$ cat config.mk
export PLATFORM = sky130hd
export DESIGN_NAME = clmul_iter
export DESIGN_NICKNAME = d
export VERILOG_FILES = /design/src/rtl/clmul_pkg.sv /design/src/rtl/clmul_seq_ctrl.sv /design/src/rtl/clmul_accum.sv /design/src/rtl/clmul_pick.sv /design/src/rtl/clmul_iter.sv
export SDC_FILE = /design/constraint.sdc
export NUM_CORES = 1
export LEC_CHECK = 0
export ABC_AREA = 1
export CORE_MARGIN = 2
export CORE_UTILIZATION = 42
export DETAILED_ROUTE_END_ITERATION = 16
export PLACE_DENSITY_LB_ADDON = 0.12
export SETUP_SLACK_MARGIN = 0.2
export SLEW_MARGIN = 25
export SYNTH_ARGS = -nofsm -noshare
export SYNTH_HDL_FRONTEND = slang
export SYNTH_HIERARCHICAL = 1
export SYNTH_SLANG_ARGS = --single-unit
$ cat constraint.sdc
create_clock -name clk -period 1.9 [get_ports clk]
set_input_delay 0.475 -clock clk [delete_from_list [all_inputs] [get_ports clk]]
set_output_delay 0.475 -clock clk [all_outputs]
set_load 0.02 [all_outputs]
$ cat src/rtl/clmul_pkg.sv
package clmul_pkg;
  typedef enum logic [1:0] {
    CLM_LOW     = 2'b00,
    CLM_HIGH    = 2'b01,
    CLM_REV     = 2'b10,
    CLM_LOW_ALT = 2'b11
  } clm_mode_e;
endpackage

$ cat src/rtl/clmul_seq_ctrl.sv
// Iteration sequencer: counts W steps after an accepted request.
module clmul_seq_ctrl #(
  parameter int W = 32
) (
  input  logic clk,
  input  logic rst,
  input  logic accept,
  output logic busy,
  output logic done
);
  localparam int CW = (W > 1) ? $clog2(W) : 1;
  localparam logic [CW-1:0] LAST = CW'(W - 1);

  logic [CW-1:0] step_cnt;

  always_ff @(posedge clk) begin
    if (rst) begin
      busy     <= 1'b0;
      done     <= 1'b0;
      step_cnt <= '0;
    end else begin
      done <= 1'b0;
      if (accept) begin
        busy     <= 1'b1;
        step_cnt <= '0;
      end else if (busy) begin
        if (step_cnt == LAST) begin
          busy <= 1'b0;
          done <= 1'b1;
        end else begin
          step_cnt <= step_cnt + 1'b1;
        end
      end
    end
  end
endmodule

$ cat src/rtl/clmul_accum.sv
// MSB-first GF(2) shift-and-XOR accumulator.
module clmul_accum #(
  parameter int W = 32
) (
  input  logic           clk,
  input  logic           rst,
  input  logic           load,
  input  logic           step,
  input  logic [W-1:0]   opa,
  input  logic [W-1:0]   opb,
  output logic [2*W-1:0] acc
);
  localparam int PW = 2 * W;

  logic [W-1:0]  a_q;
  logic [W-1:0]  b_q;
  logic [W-1:0]  part;
  logic [PW-1:0] next_acc;

  for (genvar g = 0; g < W; g++) begin : g_pp
    assign part[g] = a_q[g] & b_q[W-1];
  end

  assign next_acc = {acc[PW-2:0], 1'b0} ^ {{W{1'b0}}, part};

  always_ff @(posedge clk) begin
    if (rst) begin
      a_q <= '0;
      b_q <= '0;
      acc <= '0;
    end else if (load) begin
      a_q <= opa;
      b_q <= opb;
      acc <= '0;
    end else if (step) begin
      b_q <= {b_q[W-2:0], 1'b0};
      acc <= next_acc;
    end
  end
endmodule

$ cat src/rtl/clmul_pick.sv
// Chooses the 32-bit window of the product.
module clmul_pick
  import clmul_pkg::*;
#(
  parameter int W = 32
) (
  input  clm_mode_e      mode,
  input  logic [2*W-1:0] acc,
  output logic [W-1:0]   res
);
  always_comb begin
    unique case (mode)
      CLM_HIGH: res = acc[2*W-1:W];
      CLM_REV:  res = acc[2*W-2:W-1];
      default:  res = acc[W-1:0];
    endcase
  end
endmodule

$ cat src/rtl/clmul_iter.sv
module clmul_iter
  import clmul_pkg::*;
#(
  parameter int W = 32
) (
  input  logic         clk,
  input  logic         rst,
  input  logic         in_valid,
  output logic         in_ready,
  input  logic [W-1:0] in_a,
  input  logic [W-1:0] in_b,
  input  logic [1:0]   in_mode,
  output logic         busy,
  output logic         res_valid,
  output logic [W-1:0] res_data
);
  logic           accept;
  logic [2*W-1:0] acc;
  clm_mode_e      mode_q;

  assign in_ready = ~busy;
  assign accept   = in_valid & in_ready;

  always_ff @(posedge clk) begin
    if (rst)         mode_q <= CLM_LOW;
    else if (accept) mode_q <= clm_mode_e'(in_mode);
  end

  clmul_seq_ctrl #(.W(W)) u_ctrl (
    .clk    (clk),
    .rst    (rst),
    .accept (accept),
    .busy   (busy),
    .done   (res_valid)
  );

  clmul_accum #(.W(W)) u_acc (
    .clk  (clk),
    .rst  (rst),
    .load (accept),
    .step (busy),
    .opa  (in_a),
    .opb  (in_b),
    .acc  (acc)
  );

  clmul_pick #(.W(W)) u_pick (
    .mode (mode_q),
    .acc  (acc),
    .res  (res_data)
  );
endmodule

==> qor.yml <==
outcome: "finished with violations"
violations: "setup timing"
power.density_nw_per_um2: 886
clock_latency_ps: 420
port_buffers: 103
vias: 6719
clockRootBuffer: "clkbuf_16"
die_y_um: 133
layout_common_cells: "nand2_1, nor2_1, dfxtp_1, inv_1, a21oi_1"
cts_tree: "done"
min_path_type: "register to register"
clockBufferDepth: 2
die_w_um: 133
ant_nets: 0
intPower_uw: 5810
setup_viol: 32
p_switching_uw: 2240
final_common_cell: "nand2_1"
drtIter0Drc: 461
area.growth.synth_to_final_pct: 29.4
die_area_um2: 17800
end_kind: "output pin"
crit_family: "buffers and inverters"
wl_um: 18400
synth_xor_area_frac: 0
synth-seq-cells: 137
placementRows: 47
cp_data_required_time_ps: 1420
insertedDiodeCount: 0
first_pass_iters: 5
syn_area_um2: 7020
htree_levels: 4
rsz0062_at_grt: "yes"
netlist_instances: 1112
synthMuxAreaShare: 0
cp_num_buf_inv: 4
vias_per_cell: 4.76
synth-compound-area-share: 0.103
io_pins: 104
yosys.area_share.simple: 0.363
arrival_ps: 1650
synth_ff_type: "dfxtp_1"
maxSlewHeadroom: 0.690
fin_cells: 1412
post-route-cell-area_um2: 9080
hold_buffers: 0
p_clk_frac: 0.416
synth.distinct_cells: 21
yosysTopAreaCell: "dfxtp_1"
crit_path_max_fanout: 8
synth_nets: 1185
p_comb_frac: 0.184
dpl_cell_area_um2: 8070
grt-ovfl-total: 0
critPathKind: "register to output pin"
leakage_uw: 0.00410
yosysSeqAreaShare: 0.391
hold_viol: 0
startpoint_type: "register"
synth_top_family_by_area: "simple AND/OR/NAND/NOR gates"
fin_tns_setup_ps: -6540
path_common_cell: "nand2_1"
grt_use_total: 0.205
setup_ws_ps: -229
avgSynthCellArea_um2: 6.31
synth_edf_count: 0
wl_per_cell_um: 13.1
synth_top_area_share: 0.391
cap_violations: 0
finalWorstPathRequiredPeriod_ps: 2130
dp_hpwl_um: 11800
cp_slowest_cell: "dfxtp_4"
ir_drop_mv: 0.652
slowest_delay_ps: 370
grt_pass1_wl_um: 29200
core_region_area_um2: 16500
grt_max_degree: 64
pwr-share-seq: 0.400
synthAdderAreaFrac: 0.00713
synth_warnings: 6
max_freq_mhz: 470
gp_congestion: 0.785
skew_ps: 9.57
worstReg2RegStart: "u_ctrl/busy$_SDFF_PP0_"
antenna_found_initial: 0
cts.clk_slew.worst_paths_ps: 60
path_cells: "inv_2 > ha_4 > buf_12 > clkbuf_16 > nand2_1 > nand2_1 > buf_6"
drcViolationCount: 0
netlist_top_cells_area: "dfxtp_1, nand2_1, nor2_1, a21oi_1, o21ai_0"
cts.sinks: 137
start_util: 0.426
fin_nets: 1252
layout-drive-gt1-share: 0.150
slew_viol_final: 0
switching_share: 0.278
crit_start: "mode_q[0]$_SDFFE_PP0P_"
cts_made_buffers: 17
dp_cells: 1369
fin_crit_sh: 1.12
grt_pass1_vias: 5930
worst_pin_slew_ps: 464
min-delay-start: "u_acc/acc[63]$_SDFFE_PP0P_"
async_flop_share: 0
[per-stage QoR]
step	hold slack (ps)	total power (uW)	setup slack (ps)	util
6_report	466	8040	-229	0.551
2_1_floorplan	438	4060	225	-
5_1_grt	473	8420	-286	0.551
4_1_cts	464	7980	-239	0.533
3_3_place_gp	454	4520	-305	0.490
3_5_place_dp	457	4530	-322	0.490
[worst min-delay path, stage by stage (launching register included)]
cell and delay (ps):
dfxtp_1 310, nand2_1 60, a21oi_1 50
[cells in the mapped netlist, types with 5 or more instances]
cell      count
dfxtp_1     137
clkbuf_1      5
buf_6        11
buf_4        42
o21ai_0      64
nand3_1      35
buf_2        37
nor2_1      201
a21oi_1      68
o21ai_1      10
inv_2         7
nand2_1     407
inv_1        74
[power groups by stage]
stage | sequential (uW) | clock, uW | combinational [uW]
2_1_floorplan | 3220 | 0 | 839
3_3_place_gp | 3270 | 0 | 1250
3_5_place_dp | 3270 | 0 | 1260
4_1_cts | 3210 | 3410 | 1350
5_1_grt | 3240 | 3540 | 1640
6_report | 3210 | 3350 | 1480
[final timing paths]
path / slack, ps / to / depth (start not counted)
setup reg to reg: 370 / u_acc/b_q[31]$_SDFFE_PP0P_ / 8
setup / recovery: -230 / res_data[13] / 7
hold reg to reg: 470 / u_acc/acc[63]$_SDFFE_PP0P_ / 2
hold / removal: 470 / u_acc/acc[63]$_SDFFE_PP0P_ / 2
[final cells by class]
class	count	area, um2
timing repair buffer	142	1620
fill	1637	7390
inverter	82	320
clock buffer	19	443
tap	220	275
sequential	137	2750
clock inverter	13	154
multi-input combinational	799	3510
[logic make-up after synthesis]
family                     Yosys count
adders and majority gates            4
DFF                                137
AOI/OAI and AO/OA                  143
and+or+nand+nor                    651
buffers and inverters              177
[layer usage]
layer | track usage | vias to the layer above | share of wire
li1 | - | 3521 | -
met1 | 0.272 | 3013 | 0.47
met2 | 0.325 | 159 | 0.46
met3 | 0.0502 | 26 | 0.048
met4 | 0.0709 | 0 | 0.019
met5 | 0 | - | 0
[state kept, by name (all words and copies together), names as in the netlist]
register and flops:
u_ctrl/step_cnt 5, u_acc/acc 64, mode_q 2, u_ctrl/done 1, u_acc/b_q 32, u_acc/a_q 32
u_ctrl/busy 1
[repair_timing]
| item | CTS | global route |
|---|---|---|
| setup endpoints to repair | 35 | 91 |
| resized for setup | 198 | 66 |
| gates cloned | 2 | 4 |
| pin swaps | 4 | 20 |
| buffers inserted | 2 | 3 |
(Power assumes the default switching activity.)
